**config.mk**
```make
export PLATFORM = sky130hd
export DESIGN_NAME = pwm_phase_gen
export DESIGN_NICKNAME = d
export VERILOG_FILES = /design/src/rtl/pwm_phase_pkg.sv /design/src/rtl/pwm_updown_carrier.sv /design/src/rtl/pwm_cmp_shadow.sv /design/src/rtl/pwm_action_qual.sv /design/src/rtl/pwm_phase_gen.sv
export SDC_FILE = /design/constraint.sdc
export NUM_CORES = 1
export LEC_CHECK = 0
export BUFFER_PORTS_ARGS = -buffer_cell sky130_fd_sc_hd__buf_2
export CAP_MARGIN = 10
export CORE_MARGIN = 5
export CORE_UTILIZATION = 35
export DETAILED_ROUTE_END_ITERATION = 10
export MAX_ROUTING_LAYER = met4
export SYNTH_ARGS = -nofsm -noshare
export SYNTH_HDL_FRONTEND = slang
export SYNTH_HIERARCHICAL = 1
export SYNTH_SLANG_ARGS = --single-unit
export TNS_END_PERCENT = 30
```
**constraint.sdc**
```tcl
create_clock -name clk -period 4.4 [get_ports clk]
set_input_delay 0.44 -clock clk [delete_from_list [all_inputs] [get_ports clk]]
set_output_delay 0.44 -clock clk [all_outputs]
set_load 0.01 [all_outputs]
```
**src/rtl/pwm_phase_pkg.sv**
```systemverilog
// Shared types for the phase-locked PWM channel pair.
// Assumes nothing beyond a single clock domain.
package pwm_phase_pkg;

    // Direction of the triangle counter.
    typedef enum logic {
        CNT_DOWN = 1'b0,
        CNT_UP   = 1'b1
    } cnt_dir_e;

    // Source of the sync output.
    typedef enum logic {
        SYNC_ON_ZERO = 1'b0,
        SYNC_PASS    = 1'b1
    } sync_src_e;

    // Number of compare channels in the pair.
    localparam int N_CMP = 2;
    localparam int CH_A  = 0;
    localparam int CH_B  = 1;

endpackage

```
**src/rtl/pwm_updown_carrier.sv**
```systemverilog
// Symmetric up-down carrier counter with phase reload.
// Counts 0..period..0. A phase load replaces the count but keeps the
// direction; the turn checks use >= and ==0 so the counter never leaves
// the range even after a load beyond the period. Period 0 parks at zero.
module pwm_updown_carrier
    import pwm_phase_pkg::*;
#(
    parameter int CNT_W = 16
) (
    input  logic             clk,
    input  logic             rst_n,
    input  logic [CNT_W-1:0] period,
    input  logic [CNT_W-1:0] phase_val,
    input  logic             load_phase,
    output logic [CNT_W-1:0] cnt,
    output cnt_dir_e         dir
);

    localparam logic [CNT_W-1:0] ONE = CNT_W'(1);

    logic [CNT_W-1:0] cnt_nxt;
    cnt_dir_e         dir_nxt;

    // Next count and direction for a free-running step.
    always_comb begin
        cnt_nxt = cnt;
        dir_nxt = dir;
        if (period == '0) begin
            cnt_nxt = '0;
            dir_nxt = CNT_UP;
        end else if (dir == CNT_UP) begin
            if (cnt >= period) begin
                cnt_nxt = cnt - ONE;
                dir_nxt = CNT_DOWN;
            end else begin
                cnt_nxt = cnt + ONE;
            end
        end else begin
            if (cnt == '0) begin
                cnt_nxt = ONE;
                dir_nxt = CNT_UP;
            end else begin
                cnt_nxt = cnt - ONE;
            end
        end
    end

    // Counter register: reset, phase reload, or one step.
    always_ff @(posedge clk) begin
        if (!rst_n) begin
            cnt <= '0;
            dir <= CNT_UP;
        end else if (load_phase) begin
            cnt <= phase_val;
        end else begin
            cnt <= cnt_nxt;
            dir <= dir_nxt;
        end
    end

endmodule

```
**src/rtl/pwm_cmp_shadow.sv**
```systemverilog
// Shadowed compare registers, one per channel.
// The shadow samples its write port every clock; the active copy takes
// the shadow only while the carrier reads zero.
module pwm_cmp_shadow #(
    parameter int CNT_W = 16,
    parameter int N_CH  = 2
) (
    input  logic                       clk,
    input  logic                       rst_n,
    input  logic [N_CH-1:0][CNT_W-1:0] cmp_wr,
    input  logic                       at_zero,
    output logic [N_CH-1:0][CNT_W-1:0] cmp_act
);

    logic [N_CH-1:0][CNT_W-1:0] cmp_shd;

    for (genvar ch = 0; ch < N_CH; ch++) begin : g_ch
        // Shadow stage: follows the write port.
        always_ff @(posedge clk) begin
            if (!rst_n) cmp_shd[ch] <= '0;
            else        cmp_shd[ch] <= cmp_wr[ch];
        end

        // Active stage: refreshed only at carrier zero.
        always_ff @(posedge clk) begin
            if (!rst_n)       cmp_act[ch] <= '0;
            else if (at_zero) cmp_act[ch] <= cmp_shd[ch];
        end
    end

endmodule

```
**src/rtl/pwm_action_qual.sv**
```systemverilog
// Output action qualifier for the two PWM outputs.
// Acts on the registered count and direction; outputs change one clock
// after the qualifying count. A compare of 0 or of the period is
// treated as no event.
module pwm_action_qual
    import pwm_phase_pkg::*;
#(
    parameter int CNT_W = 16
) (
    input  logic             clk,
    input  logic             rst_n,
    input  logic [CNT_W-1:0] cnt,
    input  cnt_dir_e         dir,
    input  logic [CNT_W-1:0] period,
    input  logic [CNT_W-1:0] cmp_a,
    input  logic [CNT_W-1:0] cmp_b,
    input  logic             alt_b,
    output logic             out_a,
    output logic             out_b
);

    logic hit_a;
    logic hit_b;
    logic at_zero;
    logic at_top;

    // Match decode with end-point suppression.
    always_comb begin
        hit_a   = (cnt == cmp_a) && (cmp_a != '0) && (cmp_a != period);
        hit_b   = (cnt == cmp_b) && (cmp_b != '0) && (cmp_b != period);
        at_zero = (cnt == '0);
        at_top  = (cnt == period) && (period != '0);
    end

    // Output A: set on the rising match, cleared on the falling match.
    always_ff @(posedge clk) begin
        if (!rst_n)     out_a <= 1'b0;
        else if (hit_a) out_a <= (dir == CNT_UP);
    end

    // Output B: compare mode or zero/period mode.
    always_ff @(posedge clk) begin
        if (!rst_n) begin
            out_b <= 1'b0;
        end else if (alt_b) begin
            if (at_zero)     out_b <= 1'b0;
            else if (at_top) out_b <= 1'b1;
        end else if (hit_b) begin
            out_b <= (dir == CNT_DOWN);
        end
    end

endmodule

```
**src/rtl/pwm_phase_gen.sv**
```systemverilog
// Phase-locked triangle-carrier PWM channel pair (top).
// Combines the carrier, shadowed compares and action qualifier, and adds
// the sync output and the sticky zero-event flag. All registers use a
// synchronous active-low reset.
module pwm_phase_gen
    import pwm_phase_pkg::*;
#(
    parameter int CNT_W = 16
) (
    input  logic             clk,
    input  logic             rst_n,
    input  logic [CNT_W-1:0] period,
    input  logic [CNT_W-1:0] cmp_a_wr,
    input  logic [CNT_W-1:0] cmp_b_wr,
    input  logic [CNT_W-1:0] phase_val,
    input  logic             phase_en,
    input  logic             sync_sel,
    input  logic             alt_b_mode,
    input  logic             sync_in,
    input  logic             irq_ack,
    output logic             pwm_a,
    output logic             pwm_b,
    output logic             sync_out,
    output logic             zero_irq
);

    logic [CNT_W-1:0]            cnt_q;
    cnt_dir_e                    dir_q;
    logic                        load_phase;
    logic                        at_zero;
    logic [N_CMP-1:0][CNT_W-1:0] wr_cmp;
    logic [N_CMP-1:0][CNT_W-1:0] act_cmp;
    sync_src_e                   sync_src;

    // Qualified reload and zero decode.
    always_comb begin
        load_phase     = phase_en & sync_in;
        at_zero        = (cnt_q == '0);
        wr_cmp[CH_A]   = cmp_a_wr;
        wr_cmp[CH_B]   = cmp_b_wr;
        sync_src       = sync_src_e'(sync_sel);
    end

    pwm_updown_carrier #(.CNT_W(CNT_W)) u_carrier (
        .clk        (clk),
        .rst_n      (rst_n),
        .period     (period),
        .phase_val  (phase_val),
        .load_phase (load_phase),
        .cnt        (cnt_q),
        .dir        (dir_q)
    );

    pwm_cmp_shadow #(.CNT_W(CNT_W), .N_CH(N_CMP)) u_shadow (
        .clk     (clk),
        .rst_n   (rst_n),
        .cmp_wr  (wr_cmp),
        .at_zero (at_zero),
        .cmp_act (act_cmp)
    );

    pwm_action_qual #(.CNT_W(CNT_W)) u_action (
        .clk    (clk),
        .rst_n  (rst_n),
        .cnt    (cnt_q),
        .dir    (dir_q),
        .period (period),
        .cmp_a  (act_cmp[CH_A]),
        .cmp_b  (act_cmp[CH_B]),
        .alt_b  (alt_b_mode),
        .out_a  (pwm_a),
        .out_b  (pwm_b)
    );

    // Sync output: registered zero pulse or delayed pass-through.
    always_ff @(posedge clk) begin
        if (!rst_n)                    sync_out <= 1'b0;
        else if (sync_src == SYNC_PASS) sync_out <= sync_in;
        else                           sync_out <= at_zero;
    end

    // Sticky zero flag: a new zero wins over an acknowledge.
    always_ff @(posedge clk) begin
        if (!rst_n)       zero_irq <= 1'b0;
        else if (at_zero) zero_irq <= 1'b1;
        else if (irq_ack) zero_irq <= 1'b0;
    end

endmodule

```
# --- Word level (Yosys, flattened, before mapping) ---
# Index checks and enable logic that the tools add are counted.
totals:
  ff_bits: 85
  latch_bits: 0
  mem_bits_rw: 0
  mem_bits_ro: 0
  inputBits: 71
  out_inout_bits: 4
  word_cells: 50
  n_memories: 0
classes:
  add_sub_neg: 2
  mul: 0
  div: 0
  magnitude_cmp: 1
  eq_ne: 6
  shifts: 0
  mux: 16
  n_bitwise: 2
  n_reduce_logical: 13
op_table:
  columns: ["op", "n"]
  rows:
  - ["16-bit 2-to-1 mux", 5]
  - ["16-bit == test", 3]
  - ["16-bit nonzero test", 3]
  - ["16-bit logical NOT", 2]
  - ["16-bit inequality test", 2]
  - ["16-bit by 1-bit adder with 16-bit output, second input constant", 1]
  - ["16-bit >= comparator", 1]
  - ["16-bit by 1-bit subtractor with 16-bit output, second input constant", 1]
  - ["1-bit 2-to-1 mux", 11]
  - ["1-bit logical AND", 5]
  - ["2-bit nonzero test", 2]
  - ["3-bit by 1-bit inequality test with 1-bit output, second input constant", 1]
  - ["2-bit AND reduction", 1]
  - ["1-bit AND", 1]
  - ["1-bit NOT", 1]

# --- Logic depth before layout (Yosys ltp) ---
# Gate-level depths: netlist of the first run.
depth:
  ltp_word: 5
  ltp_mapped: 10
  depth_no_buf: 9

# --- Cells and area by module ---
# The synthesis of the first run kept the hierarchy.
by_module_without_submodules:
  columns: ["module", "n_inst", "cells_per_inst", "area_each_um2", "seq_area_each_um2"]
  rows:
  - ["pwm_cmp_shadow", 1, 171, 2105.8, 1281.2]
  - ["pwm_updown_carrier", 1, 227, 1710.4, 340.3]
  - ["pwm_action_qual", 1, 137, 1099.8, 40.0]
  - ["pwm_phase_gen", 1, 14, 115.1, 40.0]

# --- Worst setup path after synthesis of the first run ---
# Ideal clock, no wire load.
synth_timing:
  path_kind: "flip-flop to flip-flop"
  startpoint: "reg u_carrier.cnt[5]"
  endpoint: "reg u_carrier.cnt[3]"
  setup_ns: 0.139
  arrival_time_ns: 2.216
  required_ns: 4.261
  slack_ns: 2.045
  path_stages_with_launch: 10
  n_path_buf: 1
  synth_period_minus_slack_ns: 2.355
  cell_sequence: "dfxtp_1 ha_1 a21o_1 a221oi_1 o21ai_1 a31o_1 buf_6 nor2_1 mux2i_1 o311ai_1"
synth_via:
  elab_chain_len: 5
  elab_cells_between_ends: 7
  cone_classes: "1 x order compare; 5 x mux; 1 x reduce/logical"
synth_lines:
  columns: ["item", "line", "source"]
  rows:
  - ["start, declared", "pwm_updown_carrier.sv:15", "output logic [CNT_W-1:0] cnt,"]
  - ["start signal, assigned", "pwm_updown_carrier.sv:54", "cnt <= phase_val;"]
  - ["start signal, assigned", "pwm_updown_carrier.sv:56", "cnt <= cnt_nxt;"]
  - ["16-bit >= comparator or 16-bit logical NOT (tied branches)", "pwm_updown_carrier.sv:32, pwm_updown_carrier.sv:39", null]
  - ["16-bit 2-to-1 mux (on tied branches)", "pwm_updown_carrier.sv:32, pwm_updown_carrier.sv:39", null]
  - ["16-bit 2-to-1 mux *", "pwm_updown_carrier.sv:31", "end else if (dir == CNT_UP) begin"]
  - ["16-bit 2-to-1 mux *", "pwm_updown_carrier.sv:28", "if (period == '0) begin"]
  - ["16-bit 2-to-1 mux *", "pwm_updown_carrier.sv:53", "end else if (load_phase) begin"]
# Mark *: on every way between the ends. The rest lies on a longest branch, timed or not.
# A chain may end at the register's enable or synchronous reset.

# --- Worst setup path in the final report of the first run ---
layout_timing:
  startpoint: "reg u_carrier.cnt[4]"
  endpoint: "reg u_carrier.cnt[10]"
layout_via:
  elab_chain_len: 5
  elab_cells_between_ends: 9
  cone_classes: "2 x add/sub; 1 x order compare; 5 x mux; 1 x reduce/logical"
layout_lines:
  columns: ["item", "line"]
  rows:
  - ["16-bit by 1-bit subtractor with 16-bit output, or another cell as far along", "pwm_updown_carrier.sv:33, pwm_updown_carrier.sv:43"]
  - ["16-bit 2-to-1 mux (on tied branches)", "pwm_updown_carrier.sv:39, pwm_updown_carrier.sv:32"]
  - ["16-bit 2-to-1 mux *", "pwm_updown_carrier.sv:31"]
  - ["16-bit 2-to-1 mux *", "pwm_updown_carrier.sv:28"]
  - ["16-bit 2-to-1 mux *", "pwm_updown_carrier.sv:53"]
# Marks and branches as above.

==> key figures, run 1 <==
Synth
  – Synth warn: 6
  – Async set-reset flop share out of synthesis: 0%
  – EDFF count, synth: 0
  – Mapped Avg Cell Area: just over 9 um2
  – Main synth FF type: dfxtp_1
  – Yosys reg bits: 85
  – Synth top area cells: dfxtp_1, xnor2_1, mux2i_1
  – Yosys top cell by area: dfxtp_1
  – Top cell type's share of synthesized area: between 30 and 40%
  – Post-Syn Instances: 549
  – Syn Nets: around 640
  – Post-synth cell types: 56
  – Post-synthesis sequential area ratio: 33.8%
  – Post-Syn Area: 5030 um2

Final layout
  – N_diodes: 0
  – Area of the multi-input gates: 3100 um2
  – Fill cell count: 1416
  – Most frequent cells in the layout: dfxtp_1, buf_2, xnor2_1
  – Area Growth Syn to Fin: 15.5%
  – Share of cells above drive strength 1: around 17%
  – Most common cell after layout, fill and taps aside: dfxtp_1
  – Reg area: roughly 1700 um2
  – Nets: 710

Floorplan
  – IO Count: 75
  – Die W: 130 um
  – Die height: 130 um
  – Site Rows: 43
  – Die area: about 17000 um2
  – Core Footprint: 14000 um2
  – Starting Density: 36.0%

Power and ir drop
  – Maximum vdd drop: 0.212 mV
  – Power Density: 388 nW/um2
  – Static Leak: 2.30 nW

Clock network
  – Root Buffer: clkbuf_16
  – CTS Buffer Depth: 2
  – H-tree Lvls: 3
  – CTS sink cnt: 85
  – Worst-path clk slew: about 70 ps
  – Worst-skew pair later-pin latency: 340 ps
  – Post-CTS setup buffers: 0
  – Cts repair resizes: 0
  – TritonCTS Buffers: 9
  – CTS Hold Bufs: 0
  – CTS tree: done

Placement
  – Port Buf Inserts: 74
  – GP Congestion: 0.947
  – DP Worst Slack: approximately 1400 ps
  – Detailed Place HPWL: 10.3 mm

Timing
  – Measured slew at the worst slew-check pin: between 800 and 900 ps
  – Max Slew Vio Count: 0
  – Period utilization: 68.8%
  – Final setup margin: roughly 1400 ps
  – Max Freq: about 330 MHz
  – Max-Slew Margin vs Limit: between 40% and 50%
  – Final setup violation count: 0
  – Final number of hold-violating endpoints: 0
  – Post-layout min period: 3030 ps
  – Worst Clk Skew: 11.2 ps
  – RSZ-0062 raised after global routing: false
  – Setup_tns: 0 ps

Critical path
  – Critical path endpoint category: flip-flop
  – Crit Path Category: reg -> reg
  – Slowest CP cell: dfxtp_1
  – Slowest stage delay, CP: 710 ps
  – Worst path required time: roughly 4600 ps
  – WP buf/inv: 0
  – Kind of cell adding the most delay to the critical path: compound AO/OA/AOI/OAI gates
  – Worst Path Arrival: roughly 3300 ps
  – Crit start category: flip-flop
  – CP max FO: 16
  – Cells along the critical path: ha_1 > and3_1 > a221oi_1 > o21ai_1 > a31oi_4 > nor2_1 > mux2i_1 > a221o_1

Global route
  – Largest net degree at the start of global routing: 76
  – Global-route wire length before repair: 22.7 mm
  – Initial antenna violation count: 0
  – Grt ovf: 0
  – Vias in the first global route: 4274
  – Total GRT Usage: 17.7%

Route
  – Iter 0 DRT Violations: 305
  – Drt total wl: 14.3 mm
  – Total iterations of the first detailed-routing run: 7
  – DRC: 0
  – Vias per std cell: 5.45
  – Post-DRT Antenna Nets: 0
  – Wire per inst: 17.8 um
  – Via count: 4386

Min path
  – HP Class: in -> reg

Outcome
  – Status: completed

Flow run
  – Max-cap violations: 0
## state kept, by name, summed over array words and instances, names as in the netlist
register,count
u_shadow/cmp_act,32
u_shadow/cmp_shd,32
u_action/out_b,1
u_carrier/dir,1
sync_out,1
zero_irq,1
u_action/out_a,1
u_carrier/cnt,16
## metrics by stage
| step | power, W | area [um2] | std cells | hold WS, ps | util, % |
|---|---|---|---|---|---|
| CTS | 0.00227 | 5810 | 805 | 286 | 41.5 |
| finish | 0.00226 | 5810 | 805 | 296 | 41.5 |
| detailed placement | 0.00151 | 5520 | 789 | 459 | 39.5 |
| floorplan | 0.00136 | 5030 | 549 | 463 | - |
| global route | 0.00238 | 5810 | 805 | 284 | 41.5 |
| global placement | 0.00150 | 5520 | 789 | 457 | 39.5 |
## cells in the mapped netlist (all sizes together) (2+ instances only)
master / instances
dfxtp: 85
xnor2: 60
mux2i: 39
nor4: 36
and2: 35
nor2b: 34
nand2: 33
xor2: 30
nand4: 23
o21ai: 21
inv: 20
ha: 19
nand3: 14
nor2: 14
buf: 13
nor3: 10
clkbuf: 8
a21oi: 7
and3: 7
nand2b: 4
a211oi: 3
a221o: 3
o311ai: 3
a31oi: 2
and4: 2
nor4b: 2
o211ai: 2
o41ai: 2
or3: 2
## cell type report
class | count | share of cell area, %
timing repair buffer | 81 | 7.28
inverter | 20 | 1.29
tap | 180 | 3.88
clock buffer | 10 | 3.94
sequential | 85 | 29.3
clock inverter | 6 | 0.991
multi-input combinational | 423 | 53.3
## cell families (layout without fill, tap and decap cells)
group                    Yosys count  after routing  synth area share (%)
XOR/XNOR                          90             90                  15.7
AND/OR/NAND/NOR                  221            221                  25.8
buffers and inverters             41            117                  4.60
adder cells (fa/ha/maj)           19             19                  4.73
multiplexers                      39             39                  7.76
AO/OA/AOI/OAI                     54             54                  7.59
flip-flops                        85             85                  33.8
## worst paths after layout
path                                     endpoint  cells after the start                         from  slack [ps]
setup / recovery     u_carrier/cnt[10]$_SDFF_PN0_                      8  u_carrier/cnt[4]$_SDFF_PN0_        1370
hold reg to reg             zero_irq$_SDFFE_PN0P_                      2        zero_irq$_SDFFE_PN0P_         470
hold / removal    u_shadow/cmp_shd[22]$_SDFF_PN0_                      2                  cmp_b_wr[6]         300
setup reg to reg     u_carrier/cnt[10]$_SDFF_PN0_                      8  u_carrier/cnt[4]$_SDFF_PN0_        1370
## report_power, final
group	switching, W	total [W]	internal (W)	leakage, nW
logic	0.000309	0.000578	0.000269	1.46
registers	0.000102	0.000928	0.000826	0.698
clock network	0.000351	0.000751	0.000399	0.142
## routing by layer
| metal | global-route usage [%] | share of wire, % |
|---|---|---|
| met5 | - | 0 |
| met4 | 7.15 | 2.6 |
| met3 | 3.68 | 7.2 |
| met2 | 26.9 | 45 |
| met1 | 23.1 | 45 |
No activity file was read; power rests on OpenSTA's default activity.
==> run 2: changes to the inputs <==
Clock period 4.4 ns to 2.6 ns, I/O delays scaled along.
==> run 2 against run 1 <==
  * Critical path depth did not move
  * Critical endpoint is now u_carrier/cnt[3]$_SDFF_PN0_
  * Register-to-register slack got worse by 1200 ps
  * Combinational power rose by 97%
  * Clock power rose by 65%
  * Wire length rose by 4.7%
  * Final area rose by 3.6%
  * Non-clock buffer count rose by 27
  * Die area did not move
  * Sequential cell count did not move
  * Worst hold slack got worse by 190 ps
  * Via count rose by 1.3%
==> key figures, run 2 (synthesis gave the netlist of run 1 again) <==
Clock network
  – Worst-skew pair later-pin latency: 350 ps (about the same)
  – TritonCTS Buffers: 9 (unchanged)
  – H-tree Lvls: 3 (unchanged)
  – CTS sink cnt: 85 (unchanged)
  – CTS tree: done
  – Post-CTS setup buffers: 0 (unchanged)
  – Worst-path clk slew: 70 ps (about the same)
  – CTS Buffer Depth: 2 (unchanged)
  – CTS Hold Bufs: 0 (unchanged)
  – Root Buffer: clkbuf_16
  – Cts repair resizes: 0 (unchanged)

Floorplan
  – Die W: 130 um (unchanged)
  – Die area: 16900 um2 (unchanged)
  – Site Rows: 43 (unchanged)
  – Die height: 130 um (unchanged)
  – IO Count: 75 (unchanged)
  – Core Footprint: 14000 um2 (unchanged)
  – Starting Density: 36.0% (unchanged)

Placement
  – GP Congestion: 0.960 (+1.3%)
  – Port Buf Inserts: 74 (unchanged)
  – Detailed Place HPWL: 11.1 mm (+8.3%)

Final layout
  – Most common cell after layout, fill and taps aside: dfxtp_1
  – Most frequent cells in the layout: dfxtp_1, buf_2, xnor2_1
  – Nets: 737 (+3.8%)
  – Largest regs: u_shadow/cmp_act x32, u_shadow/cmp_shd x32, u_carrier/cnt x16
  – N_diodes: 0 (unchanged)
  – Area Growth Syn to Fin: 19.6%
  – Share of cells above drive strength 1: 20.4% (+3.5 points)

Global route
  – Total GRT Usage: 18.6% (+0.86 points)
  – Grt ovf: 0 (unchanged)
  – Vias in the first global route: 4454 (+4.2%)
  – Largest net degree at the start of global routing: 46 (-39%)
  – Initial antenna violation count: 0 (unchanged)
  – Global-route wire length before repair: 23.7 mm (+4.7%)

Timing
  – Period utilization: 94.5% (+26 points)
  – RSZ-0062 raised after global routing: false
  – Measured slew at the worst slew-check pin: 602 ps (-218 ps)
  – Final number of hold-violating endpoints: 0 (unchanged)
  – Post-layout min period: 2460 ps (-567 ps)
  – Setup_tns: 0 ps (unchanged)
  – Max Freq: 407 MHz (+23%)
  – Worst Clk Skew: 6.23 ps (-4.96 ps)
  – Final setup violation count: 0 (unchanged)
  – Max Slew Vio Count: 0 (unchanged)
  – Max-Slew Margin vs Limit: 59.9% (+15 points)

Critical path
  – Worst path required time: 2820 ps (-1810 ps)
  – CP max FO: 12 (-4)
  – Slowest CP cell: nor4_1
  – Critical path endpoint category: flip-flop
  – Worst Path Arrival: 2680 ps (-580 ps)
  – Slowest stage delay, CP: 530 ps (-180 ps)
  – Cells along the critical path: buf_4 > nor4_1 > nand4_1 > nand3_1 > buf_4 > nor3b_1 > mux2i_1 > o311ai_1
  – Crit Path Category: reg -> reg
  – Reg2Reg Setup Slack: 140 ps (-1230 ps)
  – Crit start category: flip-flop
  – Crit-path most repeated cell: buf_4

Route
  – Vias per std cell: 5.35 (-1.9%)
  – Drt total wl: 15.0 mm (+4.7%)
  – Post-DRT Antenna Nets: 0 (unchanged)
  – Iter 0 DRT Violations: 381 (+25%)
  – Wire per inst: 18.0 um (+1.4%)
  – Total iterations of the first detailed-routing run: 5 (-2)
  – DRC: 0 (unchanged)
  – Via count: 4442 (+1.3%)

Outcome
  – Status: completed

Min path
  – HP Class: in -> reg

Power and ir drop
  – Power Density: 643 nW/um2 (+66%)
  – Total power: 0.00387 W (+72%)
  – Static Leak: 2.43 nW (+5.8%)
  – Maximum vdd drop: 0.402 mV (+90%)

Flow run
  – Max-cap violations: 0 (unchanged)
run 2: metal layers:
metal	GRT usage, %	vias to the layer above	share of wire (%)	wire length, um
met5	-	-	0	0
met4	7.21	0	2.6	396
met3	4.05	39	6.9	1030
met2	28.4	191	46	6900
met1	24.1	2079	44	6670
li1	-	2133	-	-
run 2: final timing paths:
kind | from | to | cells after the start
worst max-delay path | u_carrier/cnt[11]$_SDFF_PN0_ | u_carrier/cnt[3]$_SDFF_PN0_ | 8
worst min-delay path | cmp_a_wr[14] | u_shadow/cmp_shd[14]$_SDFF_PN0_ | 2
worst max register to register | u_carrier/cnt[11]$_SDFF_PN0_ | u_carrier/cnt[3]$_SDFF_PN0_ | 8
worst min register to register | zero_irq$_SDFFE_PN0P_ | zero_irq$_SDFFE_PN0P_ | 2
run 2: cell type report:
class | count | area [um2]
clock inverters | 5 | 42.5
fillers | 1411 | 7970
clock buffers | 10 | 239
multi-input cells | 423 | 3100
inverters | 20 | 75.1
well taps | 180 | 225
flip-flops and latches | 85 | 1700
repair buffers | 108 | 638
run 2: stage by stage:
| step | hold slack (ps) | utilization [%] | setup WS [ps] | cells | instance area (um2) |
|---|---|---|---|---|---|
| after global routing | 112 | 43.0 | 47.1 | 831 | 6020 |
| after detailed placement | 468 | 41.0 | 58.3 | 816 | 5740 |
| after global placement | 458 | 41.0 | 173 | 816 | 5740 |
| after CTS | 104 | 43.0 | 147 | 831 | 6020 |
| after floorplan | 322 | - | 245 | 549 | 5030 |
| final | 109 | 43.0 | 142 | 831 | 6020 |
run 2: power by group:
group | internal [W] | switching [W]
Clock | 0.000680 | 0.000555
Combinational | 0.000518 | 0.000620
Sequential | 0.00140 | 0.0000994
Total | 0.00260 | 0.00127
run 2: critical path, delay by kind of cell, from the launching register on:
kind	cells	cell delay [ps]
buffers and inverters	2	410
DFF	1	330
AOI/OAI and AO/OA	1	140
and+or+nand+nor	4	1280
muxes	1	170
